## src/rtl/adc_rd_pkg.sv

```systemverilog
package adc_rd_pkg;

    typedef enum logic [1:0] {
        ST_CONVERT = 2'd0,
        ST_SLEEP   = 2'd1,
        ST_SHIFT   = 2'd2
    } rd_state_e;

endpackage

```

## src/rtl/adc_rd_sync.sv

```systemverilog
module adc_rd_sync #(
    parameter int   STAGES  = 2,
    parameter logic RST_VAL = 1'b0
) (
    input  logic clk,
    input  logic rst_n,
    input  logic async_i,
    output logic level_o,
    output logic rise_o,
    output logic fall_o
);

    typedef struct packed {
        logic [STAGES-1:0] chain;
        logic              prev;
    } sync_t;

    sync_t sync_d, sync_q;

    always_comb begin
        sync_d       = sync_q;
        sync_d.chain = {sync_q.chain[STAGES-2:0], async_i};
        sync_d.prev  = sync_q.chain[STAGES-1];
    end

    always_ff @(posedge clk or negedge rst_n) begin
        if (!rst_n) begin
            sync_q.chain <= {STAGES{RST_VAL}};
            sync_q.prev  <= RST_VAL;
        end else begin
            sync_q <= sync_d;
        end
    end

    assign level_o = sync_q.chain[STAGES-1];
    assign rise_o  = sync_q.chain[STAGES-1] & ~sync_q.prev;
    assign fall_o  = ~sync_q.chain[STAGES-1] & sync_q.prev;

endmodule

```

## src/rtl/adc_rd_timer.sv

```systemverilog
module adc_rd_timer #(
    parameter int CONV_CYCLES = 64,
    localparam int CNT_W      = $clog2(CONV_CYCLES)
) (
    input  logic             clk,
    input  logic             rst_n,
    input  logic             run_i,
    output logic [CNT_W-1:0] cnt_o,
    output logic             done_o
);

    localparam logic [CNT_W-1:0] LAST = CNT_W'(CONV_CYCLES - 1);

    logic [CNT_W-1:0] cnt_d, cnt_q;

    always_comb begin
        cnt_d = '0;
        if (run_i && (cnt_q != LAST)) begin
            cnt_d = cnt_q + 1'b1;
        end
    end

    always_ff @(posedge clk or negedge rst_n) begin
        if (!rst_n) begin
            cnt_q <= '0;
        end else begin
            cnt_q <= cnt_d;
        end
    end

    assign cnt_o  = cnt_q;
    assign done_o = run_i && (cnt_q == LAST);

endmodule

```

## src/rtl/adc_rd_shifter.sv

```systemverilog
module adc_rd_shifter #(
    parameter int DATA_W = 16,
    localparam int IDX_W = $clog2(DATA_W)
) (
    input  logic              clk,
    input  logic              rst_n,
    input  logic              load_i,
    input  logic              shift_i,
    input  logic              clear_i,
    input  logic [DATA_W-1:0] data_i,
    output logic              msb_o,
    output logic [IDX_W-1:0]  idx_o,
    output logic [DATA_W-1:0] word_o
);

    typedef struct packed {
        logic [DATA_W-1:0] word;
        logic [IDX_W-1:0]  idx;
    } shreg_t;

    shreg_t sh_d, sh_q;

    always_comb begin
        sh_d = sh_q;
        if (clear_i) begin
            sh_d.word = '0;
            sh_d.idx  = '0;
        end else if (load_i) begin
            sh_d.word = data_i;
            sh_d.idx  = '0;
        end else if (shift_i) begin
            sh_d.word = {sh_q.word[DATA_W-2:0], 1'b0};
            sh_d.idx  = sh_q.idx + 1'b1;
        end
    end

    always_ff @(posedge clk or negedge rst_n) begin
        if (!rst_n) begin
            sh_q <= '0;
        end else begin
            sh_q <= sh_d;
        end
    end

    assign msb_o  = sh_q.word[DATA_W-1];
    assign idx_o  = sh_q.idx;
    assign word_o = sh_q.word;

endmodule

```

## src/rtl/adc_serial_readout.sv

```systemverilog
module adc_serial_readout
    import adc_rd_pkg::*;
#(
    parameter int DATA_W      = 16,
    parameter int CONV_CYCLES = 64,
    parameter int SYNC_STAGES = 2
) (
    input  logic              clk,
    input  logic              rst_n,
    input  logic              cs_n_i,
    input  logic              sck_i,
    input  logic [DATA_W-1:0] core_result_i,
    output logic              sdo_o,
    output logic              sdo_oe_o
);

    localparam int CNT_W = $clog2(CONV_CYCLES);
    localparam int IDX_W = $clog2(DATA_W);
    localparam logic [IDX_W-1:0] LAST_IDX = IDX_W'(DATA_W - 1);
    localparam int N_IN = 2;

    // host inputs: index 0 is chip select (idles high), index 1 is serial clock
    logic [N_IN-1:0] raw_in, lvl, rise, fall;
    assign raw_in = {sck_i, cs_n_i};

    for (genvar g = 0; g < N_IN; g++) begin : g_sync
        adc_rd_sync #(
            .STAGES  (SYNC_STAGES),
            .RST_VAL ((g == 0) ? 1'b1 : 1'b0)
        ) u_sync (
            .clk     (clk),
            .rst_n   (rst_n),
            .async_i (raw_in[g]),
            .level_o (lvl[g]),
            .rise_o  (rise[g]),
            .fall_o  (fall[g])
        );
    end

    logic cs_lvl, cs_rise, cs_fall, sck_rise, sck_fall;
    assign cs_lvl   = lvl[0];
    assign cs_rise  = rise[0];
    assign cs_fall  = fall[0];
    assign sck_rise = rise[1];
    assign sck_fall = fall[1];

    typedef struct packed {
        rd_state_e state;
    } fsm_t;

    fsm_t fsm_d, fsm_q;

    logic             conv_done;
    logic [CNT_W-1:0] conv_cnt;
    logic             sh_load, sh_shift, sh_clear, sh_msb;
    logic [IDX_W-1:0] bit_idx;
    logic [DATA_W-1:0] sh_word;

    adc_rd_timer #(
        .CONV_CYCLES (CONV_CYCLES)
    ) u_timer (
        .clk    (clk),
        .rst_n  (rst_n),
        .run_i  (fsm_q.state == ST_CONVERT),
        .cnt_o  (conv_cnt),
        .done_o (conv_done)
    );

    adc_rd_shifter #(
        .DATA_W (DATA_W)
    ) u_shifter (
        .clk     (clk),
        .rst_n   (rst_n),
        .load_i  (sh_load),
        .shift_i (sh_shift),
        .clear_i (sh_clear),
        .data_i  (core_result_i),
        .msb_o   (sh_msb),
        .idx_o   (bit_idx),
        .word_o  (sh_word)
    );

    always_comb begin
        fsm_d    = fsm_q;
        sh_load  = 1'b0;
        sh_shift = 1'b0;
        sh_clear = 1'b0;
        unique case (fsm_q.state)
            ST_CONVERT: begin
                if (conv_done) begin
                    sh_load     = 1'b1;
                    fsm_d.state = cs_lvl ? ST_SLEEP : ST_SHIFT;
                end
            end
            ST_SLEEP: begin
                if (cs_fall) begin
                    fsm_d.state = ST_SHIFT;
                end
            end
            ST_SHIFT: begin
                // chip-select rise wins over a coincident clock fall
                if (cs_rise) begin
                    sh_clear    = 1'b1;
                    fsm_d.state = ST_CONVERT;
                end else if (sck_fall) begin
                    if (bit_idx == LAST_IDX) begin
                        fsm_d.state = ST_CONVERT;
                    end else begin
                        sh_shift = 1'b1;
                    end
                end
            end
            default: fsm_d.state = ST_CONVERT;
        endcase
    end

    always_ff @(posedge clk or negedge rst_n) begin
        if (!rst_n) begin
            fsm_q.state <= ST_CONVERT;
        end else begin
            fsm_q <= fsm_d;
        end
    end

    assign sdo_o    = (fsm_q.state == ST_SHIFT) & sh_msb;
    assign sdo_oe_o = ~cs_lvl;

endmodule

```

## config.mk

```make
export PLATFORM = sky130hd
export DESIGN_NAME = adc_serial_readout
export DESIGN_NICKNAME = d
export VERILOG_FILES = /design/src/rtl/adc_rd_pkg.sv /design/src/rtl/adc_rd_sync.sv /design/src/rtl/adc_rd_timer.sv /design/src/rtl/adc_rd_shifter.sv /design/src/rtl/adc_serial_readout.sv
export SDC_FILE = /design/constraint.sdc
export NUM_CORES = 1
export LEC_CHECK = 0
export BUFFER_PORTS_ARGS = -buffer_cell sky130_fd_sc_hd__buf_2
export CAP_MARGIN = 0
export CORE_MARGIN = 4
export CORE_UTILIZATION = 56
export DETAILED_ROUTE_END_ITERATION = 6
export PLACE_DENSITY = 0.78
export RECOVER_POWER = 25
export SLEW_MARGIN = 20
export SYNTH_ARGS = -nofsm -noshare
export SYNTH_HDL_FRONTEND = slang
export SYNTH_SLANG_ARGS = --single-unit
```

## constraint.sdc

```tcl
create_clock -name clk -period 3.3 [get_ports clk]
set_input_delay 0.66 -clock clk [delete_from_list [all_inputs] [get_ports clk]]
set_output_delay 0.66 -clock clk [all_outputs]
set_load 0.02 [all_outputs]
```

==> flow_metrics.env <==
export IMPL_power_density_nw_per_um2=433
export IMPL_pre_cts_ws_ns=1.04
export IMPL_dp_hpwl_mm=2.06
export IMPL_vias_per_cell=5.74
export IMPL_ctsResizeCount=0
export IMPL_layout_common_cells="dfrtp_1, buf_2, mux2i_1, o2bb2ai_2, nor2_1"
export IMPL_min_path_type="reg -> reg"
export IMPL_drtIter0Drc=31
export IMPL_seq_power_share_pct=56.2
export IMPL_die_area_um2=3990
export IMPL_syn_avg_cell_area_um2=13.0
export IMPL_yosys_cell_types_count=36
export IMPL_syn_inst=131
export IMPL_num_rows=19
export IMPL_grt_max_degree=35
export IMPL_hold_ws_ns=0.366
export IMPL_comb_power_share_pct=5.8
export IMPL_gp_congestion=0.742
export IMPL_maxCapViolations=1
export IMPL_cp_start_kind="register"
export IMPL_io_pins=22
export IMPL_final_nets=172
export IMPL_endpoint="u_shifter.word_o[4]$_DFFE_PN0P_"
export IMPL_rr_worst_depth=5
export IMPL_yosysSeqAreaShare_pct=50.1
export IMPL_clkPwrFrac_pct=38.0
export IMPL_drt_wl_total_mm=2.91
export IMPL_synth_area_um2=1710
export IMPL_cts_hold_buffers=0
export IMPL_fp_dieH_um=63.2
export IMPL_arrival_ns=2.47
export IMPL_start_util_pct=60.3
export IMPL_rsz0062_at_grt="false"
export IMPL_r2r_start="u_timer.cnt_o[0]$_DFF_PN0_"
export IMPL_drc=0
export IMPL_grt_pass1_wl_mm=5.26
export IMPL_peakVddDrop_mv=0.270
export IMPL_setup_tns_ns=0
export IMPL_endpoint_kind="register"
export IMPL_finalHoldViolCount=0
export IMPL_area_growth_synth_to_final_pct=6.60
export IMPL_required_ns=3.50
export IMPL_io_buffers=21
export IMPL_cts_tree="yes"
export IMPL_cts_buffers=5
export IMPL_fin_crit_ns=2.26
export IMPL_ant_nets=0
export IMPL_finalWorstSetupSlack_ns=1.04
export IMPL_diodes=0
export IMPL_p_sw_w=0.000171
export IMPL_finalCritPeriodShare_pct=68.6
export IMPL_setup_violations=0
export IMPL_grt_overflow=0
export IMPL_clk_path_buf_depth=2
export IMPL_critPathLaunch="u_timer.cnt_o[0]$_DFF_PN0_"
export IMPL_synth_warning_count=0
export IMPL_synth_edf_count=0
export IMPL_ys_ff_latch=34
export IMPL_status="finished with violations"
export IMPL_swShare_pct=21.7
export IMPL_vias=1045
export IMPL_grt_usage_pct=16.9
export IMPL_synth_top_flop_cell="dfrtp_1"
export IMPL_crit_reg2reg_capture="u_shifter.word_o[4]$_DFFE_PN0P_"
export IMPL_violations="max-capacitance violations, max-slew violations"
export IMPL_worst_slew_margin_rel_pct=-15.7
export IMPL_die_x_um=63.2
export IMPL_clock_latency_ns=0.34
export IMPL_maxSlewViolCount=35
export IMPL_cts_setup_buffers=0
export IMPL_layout_commonest_cell="dfrtp_1"
export IMPL_wl_per_cell_um=16.0
export IMPL_clock_sinks=34
export IMPL_leakagePower_nw=0.882
export IMPL_crit_type="reg -> reg"
export IMPL_syn_num_nets=153
export IMPL_clk_pin_slew_ns=0.10
export IMPL_max_freq_mhz=442
export IMPL_worstMarginPinSlew_ns=1.74
export IMPL_intPower_w=0.000616
export IMPL_cts_max_level=2
export IMPL_r2r_slack_ns=1.04
export IMPL_dr_pass1_iters=4
export IMPL_grt_pass1_vias=1136
export IMPL_antenna_found_initial=0
export IMPL_cts_root_buffer="clkbuf_4"
export IMPL_drive_above_1_share_pct=29.1
export IMPL_synth_async_reset_ratio_pct=100
export IMPL_worst_clock_skew_ns=0.0158
export IMPL_cp_max_fo=18
export IMPL_core_um2=2830
[cells by family (layout without fill, tap and decap cells)]
kind of cell	count (synthesis)	count (layout)	share of synthesized area [%]
simple gates	37	37	13.1
flops	34	34	50.1
compound gates	24	24	15.8
mux	16	16	9.39
buf+inv	12	32	7.04
xor+xnor	6	6	3.08
fa+ha+maj	2	2	1.47
[per-stage QoR]
stage | total power [W] | util (%) | cell area, µm² | instances
finish | 0.000786 | 64.3 | 1820 | 182
global route | 0.000825 | 64.3 | 1820 | 182
CTS | 0.000796 | 64.3 | 1820 | 182
detailed placement | 0.000497 | 61.5 | 1740 | 174
global placement | 0.000494 | 61.5 | 1740 | 174
floorplan | 0.000472 | - | 1710 | 131
[power groups by stage]
stage | Combinational (W) | Sequential (W) | Clock (W)
3_3_place_gp | 0.0000450 | 0.000449 | 0
4_1_cts | 0.0000473 | 0.000442 | 0.000307
3_5_place_dp | 0.0000471 | 0.000450 | 0
5_1_grt | 0.0000514 | 0.000444 | 0.000330
6_report | 0.0000458 | 0.000442 | 0.000299
2_1_floorplan | 0.0000246 | 0.000447 | 0
[cell usage after synthesis (3+ instances only)]
library cell | n | area share [%]
nand3_1 | 5 | 1.5
nor2_1 | 8 | 1.8
nand2_1 | 6 | 1.3
xor2_1 | 3 | 1.5
dfrtp_1 | 31 | 45
o2bb2ai_2 | 10 | 8.8
o2bb2ai_1 | 5 | 2.6
a21oi_1 | 3 | 0.88
mux2i_1 | 16 | 9.4
buf_6 | 4 | 2.6
inv_1 | 3 | 0.66
dfstp_2 | 3 | 4.6
xnor2_1 | 3 | 1.5
[routing by layer]
| metal | vias up | track usage, % | routed length [µm] |
|---|---|---|---|
| li1 | 505 | - | - |
| met1 | 513 | 20.6 | 1260 |
| met2 | 20 | 27.7 | 1470 |
| met3 | 7 | 6.04 | 135 |
| met4 | 0 | 6.20 | 40 |
| met5 | - | 0 | 0 |
[cell type report]
class,count,area [µm²]
Sequential cell,34,855
Tap cell,31,38.8
Multi-Input combinational cell,85,731
Inverter,3,11.3
Timing Repair Buffer,21,104
Clock buffer,6,41.3
Clock inverter,2,37.5
Fill cell,237,1010
[how the worst min path moves through the flow]
stage / endpoint / slack (ns) / start / cells past startpoint
6_report: g_sync[1].u_sync.level_o$_DFF_PN0_ / 0.37 / g_sync[1].u_sync.sync_d[2]$_DFF_PN0_ / 0
4_1_cts: g_sync[0].u_sync.level_o$_DFF_PN1_ / 0.36 / g_sync[0].u_sync.sync_d[2]$_DFF_PN1_ / 0
2_1_floorplan: g_sync[1].u_sync.level_o$_DFF_PN0_ / 0.33 / g_sync[1].u_sync.sync_d[2]$_DFF_PN0_ / 0
3_5_place_dp: g_sync[1].u_sync.level_o$_DFF_PN0_ / 0.35 / g_sync[1].u_sync.sync_d[2]$_DFF_PN0_ / 0
5_1_grt: g_sync[0].u_sync.level_o$_DFF_PN1_ / 0.38 / g_sync[0].u_sync.sync_d[2]$_DFF_PN1_ / 0
3_3_place_gp: g_sync[1].u_sync.level_o$_DFF_PN0_ / 0.33 / g_sync[1].u_sync.sync_d[2]$_DFF_PN0_ / 0
[worst max-delay path, cell delays in order, from the launching register on]
cell	delay [ns]
dfrtp_1	0.39
ha_1	0.18
and3_1	0.28
nand4_2	0.61
and3_4	0.51
o2bb2ai_1	0.17
[registers in the layout, indices dropped and copies added, names as in the netlist]
register and count:
fsm_q 2, u_shifter.word_o 16, g_sync.u_sync.sync_d 2, g_sync.u_sync.level_o 2, g_sync.u_sync.sync_q 2, u_timer.cnt_o 6, u_shifter.idx_o 4
No activity file was read; power rests on OpenSTA's default activity.
